===== src/rtl/refclk_failover_pkg.sv =====
package refclk_failover_pkg;

  localparam int NUM_REF = 2;

  typedef struct packed {
    logic                fbRise;
    logic [NUM_REF-1:0]  dead;
    logic [NUM_REF-1:0]  fall;
    logic                alarmClr;
  } dpEvents_t;

endpackage


===== src/rtl/refclk_sync.sv =====
module refclk_sync #(
  parameter int   STAGES    = 2,
  parameter logic RESET_VAL = 1'b0
) (
  input  logic clk,
  input  logic rst,
  input  logic d,
  output logic q
);
  logic [STAGES-1:0] shr;

  always_ff @(posedge clk) begin
    if (rst) shr <= {STAGES{RESET_VAL}};
    else     shr <= {shr[STAGES-2:0], d};
  end

  assign q = shr[STAGES-1];
endmodule


===== src/rtl/refclk_failover_dp.sv =====
module refclk_failover_dp
  import refclk_failover_pkg::*;
#(
  parameter int SYNC_STAGES = 2
) (
  input  logic               clk,
  input  logic               rst,
  input  logic [NUM_REF-1:0] refClk,
  input  logic               fbClk,
  input  logic               alarmRstN,
  output dpEvents_t          ev
);
  logic fbSync, fbPrev, fbRise;
  logic alSync, alPrev;
  logic armedQ;

  refclk_sync #(.STAGES(SYNC_STAGES), .RESET_VAL(1'b0)) uFbSync (
    .clk(clk), .rst(rst), .d(fbClk), .q(fbSync));
  refclk_sync #(.STAGES(SYNC_STAGES), .RESET_VAL(1'b1)) uAlSync (
    .clk(clk), .rst(rst), .d(alarmRstN), .q(alSync));

  always_ff @(posedge clk) begin
    if (rst) begin
      fbPrev <= 1'b0;
      alPrev <= 1'b1;
    end else begin
      fbPrev <= fbSync;
      alPrev <= alSync;
    end
  end

  assign fbRise = fbSync & ~fbPrev;
  assign ev.fbRise   = fbRise;
  assign ev.alarmClr = alPrev & ~alSync;

  // First feedback edge after reset or clear opens a full window.
  always_ff @(posedge clk) begin
    if (rst || ev.alarmClr) armedQ <= 1'b0;
    else if (fbRise)        armedQ <= 1'b1;
  end

  for (genvar i = 0; i < NUM_REF; i++) begin : gRef
    logic refSync, refPrev, refEdge, actQ;

    refclk_sync #(.STAGES(SYNC_STAGES), .RESET_VAL(1'b0)) uRefSync (
      .clk(clk), .rst(rst), .d(refClk[i]), .q(refSync));

    always_ff @(posedge clk) begin
      if (rst) refPrev <= 1'b0;
      else     refPrev <= refSync;
    end

    assign refEdge    = refSync ^ refPrev;
    assign ev.fall[i] = refPrev & ~refSync;
    assign ev.dead[i] = fbRise & armedQ & ~(actQ | refEdge);

    always_ff @(posedge clk) begin
      if (rst || ev.alarmClr) actQ <= 1'b0;
      else if (fbRise)        actQ <= 1'b0;
      else if (refEdge)       actQ <= 1'b1;
    end
  end

  assert_clr_pulse_R4: assert property (@(posedge clk) disable iff (rst)
    ev.alarmClr |=> !ev.alarmClr);

  assert_dead_on_fb_R2: assert property (@(posedge clk) disable iff (rst)
    (ev.dead != '0) |-> $past(armedQ));
endmodule


===== src/rtl/refclk_failover_ctl.sv =====
module refclk_failover_ctl
  import refclk_failover_pkg::*;
(
  input  logic               clk,
  input  logic               rst,
  input  dpEvents_t          ev,
  input  logic               primSel,
  input  logic               manualOvr,
  output logic [NUM_REF-1:0] badQ,
  output logic               selQ,
  output logic               realignQ
);
  logic [NUM_REF-1:0] badNext;
  logic               selNext;
  logic               switching;
  logic               pendingQ;

  always_comb begin
    badNext = badQ | ev.dead;
    selNext = selQ;
    if (ev.alarmClr) begin
      badNext = '0;
      selNext = primSel;
    end else if (manualOvr) begin
      selNext = primSel;
    end else if (badQ != '0) begin
      selNext = selQ;
    end else if (ev.dead == 2'b11) begin
      selNext = 1'b0;
    end else if (ev.dead[0]) begin
      selNext = 1'b1;
    end else if (ev.dead[1]) begin
      selNext = 1'b0;
    end else begin
      selNext = primSel;
    end
  end

  assign switching = (selNext != selQ);

  always_ff @(posedge clk) begin
    if (rst) begin
      badQ     <= '0;
      selQ     <= primSel;
      pendingQ <= 1'b0;
      realignQ <= 1'b0;
    end else begin
      badQ     <= badNext;
      selQ     <= selNext;
      realignQ <= pendingQ & ev.fall[selQ] & ~switching;
      if (switching)                pendingQ <= 1'b1;
      else if (ev.fall[selQ])       pendingQ <= 1'b0;
    end
  end

  assert_flag0_hold_R3: assert property (@(posedge clk) disable iff (rst)
    (badQ[0] && !ev.alarmClr) |=> badQ[0]);

  assert_flag1_hold_R3: assert property (@(posedge clk) disable iff (rst)
    (badQ[1] && !ev.alarmClr) |=> badQ[1]);

  assert_clear_R4: assert property (@(posedge clk) disable iff (rst)
    ev.alarmClr |=> (badQ == '0) && (selQ == $past(primSel)));

  assert_manual_follow_R5: assert property (@(posedge clk) disable iff (rst)
    manualOvr |=> (selQ == $past(primSel)));

  assert_sticky_sel_R6: assert property (@(posedge clk) disable iff (rst)
    (!manualOvr && (badQ != '0) && !ev.alarmClr) |=> $stable(selQ));

  assert_both_dead_R8: assert property (@(posedge clk) disable iff (rst)
    (!manualOvr && (badQ == '0) && (ev.dead == 2'b11) && !ev.alarmClr)
      |=> (!selQ && (badQ == 2'b11)));

  assert_strobe_pending_R9: assert property (@(posedge clk) disable iff (rst)
    realignQ |-> $past(pendingQ));

  assert_strobe_single_R9: assert property (@(posedge clk) disable iff (rst)
    realignQ |=> !realignQ);
endmodule


===== src/rtl/refclk_failover.sv =====
module refclk_failover
  import refclk_failover_pkg::*;
#(
  parameter int SYNC_STAGES = 2
) (
  input  logic       clk,
  input  logic       rst,
  input  logic       refClk0,
  input  logic       refClk1,
  input  logic       fbClk,
  input  logic       primSel,
  input  logic       manualOvr,
  input  logic       alarmRstN,
  output logic [1:0] badFlag,
  output logic       selIndicator,
  output logic [1:0] refEn,
  output logic       realign
);
  dpEvents_t ev;
  logic      selQ;

  refclk_failover_dp #(.SYNC_STAGES(SYNC_STAGES)) uDp (
    .clk(clk), .rst(rst), .refClk({refClk1, refClk0}), .fbClk(fbClk),
    .alarmRstN(alarmRstN), .ev(ev));

  refclk_failover_ctl uCtl (
    .clk(clk), .rst(rst), .ev(ev), .primSel(primSel), .manualOvr(manualOvr),
    .badQ(badFlag), .selQ(selQ), .realignQ(realign));

  assign selIndicator = selQ;

  for (genvar i = 0; i < NUM_REF; i++) begin : gEn
    assign refEn[i] = (selQ == i[0]);
  end
endmodule


===== config.mk =====
export PLATFORM = sky130hd
export DESIGN_NAME = refclk_failover
export DESIGN_NICKNAME = d
export VERILOG_FILES = /design/src/rtl/refclk_failover_pkg.sv /design/src/rtl/refclk_sync.sv /design/src/rtl/refclk_failover_dp.sv /design/src/rtl/refclk_failover_ctl.sv /design/src/rtl/refclk_failover.sv
export SDC_FILE = /design/constraint.sdc
export NUM_CORES = 1
export LEC_CHECK = 0
export BUFFER_PORTS_ARGS = -buffer_cell sky130_fd_sc_hd__buf_2
export CORE_UTILIZATION = 55
export DETAILED_ROUTE_END_ITERATION = 12
export PLACE_DENSITY = 0.79
export SETUP_SLACK_MARGIN = 0.02
export SYNTH_ARGS = -nofsm -noshare
export SYNTH_HDL_FRONTEND = slang
export SYNTH_SLANG_ARGS = --single-unit

===== constraint.sdc =====
create_clock -name clk -period 3.1 [get_ports clk]
set_input_delay 0.62 -clock clk [delete_from_list [all_inputs] [get_ports clk]]
set_output_delay 0.62 -clock clk [all_outputs]
set_load 0.03 [all_outputs]

## Yosys cells after proc, flatten, opt, wreduce, memory -nomap -nowiden

Index checks and enable logic that the tools add are counted.

- Word-level logic and storage cells: 56
- Bits of input ports: 8
- Register bits after elaboration: 20

- Muxes and demuxes: 11
- $lt $le $gt $ge: 1
- Bitwise logic cells: 22
- Eq/ne operators: 2
- Reductions and logical operators: 5

Operators with widths:

| cell | number |
|---|---|
| 2-to-1 mux 1 bit | 11 |
| AND 1 bit | 9 |
| NOT 1 bit | 8 |
| nonzero test 2 bit | 2 |
| OR reduction 2 bit | 2 |
| equality test 2 bit (second input constant) | 1 |
| < comparator 1 x 2 -> 1 bit (second input constant) | 1 |
| OR 1 bit | 2 |
| OR 2 bit | 1 |
| XOR 1 bit | 2 |
| logical OR 1 bit | 1 |
| inequality test 1 bit | 1 |

## Logic depth before layout (Yosys ltp)

- Word-level depth: 13
- Depth in mapped cells: 7

## Modules after synthesis

A second synthesis with hierarchy kept.

- Cells, all modules: 75
- Area total of the unflattened synthesis: 768.2 µm²

Modules (own cells, without submodules):

| module | area an instance (µm²) | sequential area each (µm²) | times used | cells an instance |
|---|---|---|---|---|
| refclk_failover_dp | 277.8 | 140.1 | 1 | 27 |
| refclk_failover_ctl | 269.0 | 100.1 | 1 | 30 |
| refclk_sync | 52.6 | 40.0 | 4 | 4 |
| refclk_failover | 11.3 | 0.0 | 1 | 2 |

## Worst setup path after synthesis

Ideal clock, no wire load.

- Path type: reg-to-reg
- Start: reg uCtl.selQ
- End: reg uCtl.realignQ
- Stages on the path, launching flop included: 5
- Required time: 3.039 ns
- Arrival: 1.396 ns
- Period minus slack after synthesis: 1.457 ns
- Setup slack: 1.643 ns
- Path through: dfxtp_1 inv_1 a31o_2 o32ai_2 and4bb_1

- Cells in the longest elaborated chain, start to end: 6
- Elaborated cells on any way between the ends: 9
- Those cells by class: eq/ne: 1; mux: 5; bitwise: 3

RTL lines:

| item | line | source |
|---|---|---|
| from (decl) | refclk_failover_ctl.sv:10 | `output logic selQ,` |
| from (signal assigned) | refclk_failover_ctl.sv:44 | `selQ <= primSel;` |
| from (signal assigned) | refclk_failover_ctl.sv:49 | `selQ <= selNext;` |
| 2-to-1 mux 1 bit | refclk_failover_ctl.sv:26 | `end else if (badQ != '0) begin` |
| 2-to-1 mux 1 bit | refclk_failover_ctl.sv:24 | `end else if (manualOvr) begin` |
| 2-to-1 mux 1 bit | refclk_failover_ctl.sv:21 | `if (ev.alarmClr) begin` |
| inequality test 1 bit | refclk_failover_ctl.sv:39 | `assign switching = (selNext != selQ);` |
| NOT 1 bit | refclk_failover_ctl.sv:50 | `realignQ <= pendingQ & ev.fall[selQ] & ~switching;` |
| AND 1 bit * | refclk_failover_ctl.sv:50 |  |
| to (signal assigned) | refclk_failover_ctl.sv:50 |  |
| to (decl) | refclk_failover_ctl.sv:11 | `output logic realignQ` |

Mark *: on every way between the ends. The rest lies on a longest branch, timed or not. The select of a mux whose other input is x is not followed.
A chain may end at the register's enable or synchronous reset.

## Worst setup path after layout

- Start: reg uCtl.selQ
- End: out refEn[0]

- Cells in the longest elaborated chain, start to end: 1

RTL lines:

| item | line | source |
|---|---|---|
| NOT 1 bit | refclk_failover.sv:33 | `assign refEn[i] = (selQ == i[0]);` |
| to (decl) | refclk_failover.sv:16 | `output logic [1:0] refEn,` |

Every way passes these cells.

==> results.toml <==
[detailed_routing]
detail_route.iter0.violations = 6
avgViaCountPerCell = 5.22
drc = 0
drtAntennaViolNets = 0
drtPass1Iterations = 4
via_count = 512
wl_per_cell_um = 10.8
finalWirelength_um = 1060

[setup_path]
crit-reg2reg-capture = "uCtl.realignQ$_SDFF_PP0_"
cp_slowest_cell = "dfxtp_1"
cp-start-kind = "flip-flop"
worst_setup_path_end_kind = "primary output"
crit_fanout = 6
r2r.worst_path.cells = 7
worstPathCellList = "inv_1 > buf_2"
r2r-start = "uDp.gRef[1].uRefSync.shr[1]$_SDFF_PP0_"
crit_family = "flip-flops"
critical_path_depth = 2
ff2ff_setup_slack_ps = 1570
path_class = "flip-flop to primary output"
worstPathRequired_ps = 2480
crit_arrival_ps = 1000
critPathMaxStageDelay_ps = 440
path_buf_inv = 2

[clocking]
cts_buffer_depth = 2
postCtsHoldBufs = 0
post-cts-setup-buffers = 0
htree_num_levels = 1
cts_tree = "done"
numCtsBuffers = 3
clk_latency_ps = 290
clkSinkCount = 20
cts-root-buf = "clkbuf_4"
ctsResizeCount = 0
clk_pin_slew_ps = 100

[timing]
max_freq_mhz = 618
rsz0062_at_grt = "false"
setup_violations = 0
fin_crit_sh_pct = 52.2
period_needed_ps = 1620
skew_ps = 6.36
hold_viol_final = 0
max_slew_margin_pct = 82.0
setup_tns_ps = 0
tightest_slew_ps = 267
timing.hold.ws_ps = 416
drv_slew = 0

[logic_synthesis]
syn_avg_cell_area_um2 = 10.9
synth-seq-cells = 20
yosysUniqueCellTypes = 26
postSynthCellCount = 69
syn_area_um2 = 749
yosys_warnings = 0
syn_nets = 79
seq_area_frac_synth_pct = 53.4

[power_and_ir_drop]
vdd_drop_max_uv = 365
p_total_w = 0.000456
p_per_area_nw_per_um2 = 533
p_leak_nw = 0.407

[finish]
diodes = 0
final_area_um2 = 857
finalCoreUtilization_pct = 72.3
drive_above_1_share_pct = 31.0
syn2layout_area_growth_pct = 14.4
nets = 95

[placement]
port_buffers = 13
hpwl_um = 820
placed_area_um2 = 821
gp_congestion = 0.689

[flow_run]
drv_cap = 0

[floorplanning]
die-area_um2 = 1510
die_w_um = 38.9
row_count = 12
initial_core_util_pct = 63.2
die_h_um = 38.9
core_um2 = 1190
pin_count = 14

[global_route]
first_global_vias = 397
grt_max_degree = 19
grt_use_total_pct = 16.1
grt_pass1_wl_um = 1540
grt_overflow = 0
antenna_found_initial = 0

[worst_hold_path]
hold-path-cell-count = 1
hold_end = "uDp.uAlSync.shr[1]$_SDFF_PP1_"
hp-class = "flip-flop to flip-flop"
min-delay-start = "uDp.uAlSync.shr[0]$_SDFF_PP1_"

[run_status]
status = "complete, no violations"
[power breakdown]
part | internal, W | total [W] | leakage [nW] | switching (W)
Clock | 0.0000715 | 0.000143 | 0.0210 | 0.0000711
Sequential | 0.000267 | 0.000273 | 0.164 | 0.00000512
Combinational | 0.0000188 | 0.0000413 | 0.221 | 0.0000226
Total | 0.000358 | 0.000456 | 0.407 | 0.0000988
[synthesized netlist by cell type]
| master | number | area share, % |
|---|---|---|
| or2_2 | 3 | 2.5 |
| buf_4 | 1 | 1.0 |
| nor2b_1 | 8 | 6.7 |
| nand3b_4 | 1 | 2.7 |
| o21a_1 | 3 | 3.0 |
| a21oi_1 | 3 | 2.0 |
| nor3_1 | 1 | 0.67 |
| o21ai_0 | 2 | 1.3 |
| o21ai_2 | 1 | 1.2 |
| nand2_1 | 1 | 0.50 |
| nor4b_1 | 2 | 2.3 |
| and4_1 | 1 | 1.2 |
| nor2_4 | 1 | 1.5 |
| a31oi_1 | 1 | 0.84 |
| nor2_1 | 6 | 3.0 |
| dfxtp_1 | 20 | 53 |
| mux2i_1 | 1 | 1.3 |
| nand2b_1 | 2 | 1.7 |
| nor2b_4 | 1 | 1.8 |
| a31o_2 | 1 | 1.2 |
| ha_1 | 2 | 3.3 |
| and4bb_1 | 1 | 1.7 |
| o32ai_2 | 1 | 2.2 |
| clkbuf_1 | 1 | 0.50 |
| inv_1 | 3 | 1.5 |
| a21boi_1 | 1 | 1.0 |
[worst reg2reg max path: stages (launching register included)]
cell,delay [ps]
dfxtp_1,330
inv_1,50
ha_1,260
nand2b_1,100
o21ai_2,170
a21boi_1,90
o32ai_2,260
and4bb_1,210
[cell usage in the layout, fill, tap and decap left out]
cell type,count
a21boi_1,1
a21oi_1,3
a31o_2,1
a31oi_1,1
and4_1,1
and4bb_1,1
buf_2,13
clkbuf_4,3
clkbuf_8,1
dfxtp_1,20
ha_1,2
inv_1,3
mux2i_1,1
nand2_1,1
nand2b_1,2
nand3b_4,1
nor2_1,6
nor2_4,1
nor2b_1,8
nor2b_4,1
nor3_1,1
nor4b_1,2
o21a_1,3
o21ai_0,2
o21ai_2,1
o32ai_2,1
or2_2,3
[through the flow]
step                      setup WS [ps]  instances
final                              1480         98
after global routing               1400         98
after CTS                          1450         98
after detailed placement           1590         94
after global placement             1630         94
after floorplan                    1640         69
[registers in the layout, summed over array words and instances, names as in the netlist, 2 cells and up]
name and flops:
uDp.uAlSync.shr 2, uDp.gRef.uRefSync.shr 4, uDp.gRef.refPrev 2, uDp.gRef.actQ 2, uCtl.badQ 2, uDp.uFbSync.shr 2
[worst max path at each step]
stage / end / slack [ps] / start
after floorplan: uCtl.realignQ$_SDFF_PP0_ / 1640 / uCtl.selQ$_DFF_P_
after CTS: refEn[0] / 1450 / uCtl.selQ$_DFF_P_
after global placement: uCtl.realignQ$_SDFF_PP0_ / 1630 / manualOvr
final: refEn[0] / 1480 / uCtl.selQ$_DFF_P_
after global routing: refEn[0] / 1400 / uCtl.selQ$_DFF_P_
after detailed placement: uCtl.realignQ$_SDFF_PP0_ / 1590 / uDp.gRef[1].uRefSync.shr[1]$_SDFF_PP0_
[cell type report]
cell class / instances / area [um2]
Clock buffer: 4 / 36.3
Sequential cell: 20 / 400
Inverter: 3 / 11.3
Tap cell: 14 / 17.5
Fill cell: 96 / 329
Multi-Input combinational cell: 44 / 327
Timing Repair Buffer: 13 / 65.1
[logic make-up (layout without fill, tap and decap cells)]
group	count (synthesis)	after routing	synth area share, %
simple gates	28	28	26.2
flops	20	20	53.4
compound gates	13	13	12.7
buf+inv	5	20	3.00
fa+ha+maj	2	2	3.34
mux	1	1	1.34
[metal layers]
layer	share of wire, %	wire [um]	track usage [%]
met1	45	479	17.8
met2	51	541	26.3
met3	3.8	40	5.20
met4	0	0	10.3
met5	0	0	0
Power figures use the tool's default switching activity.
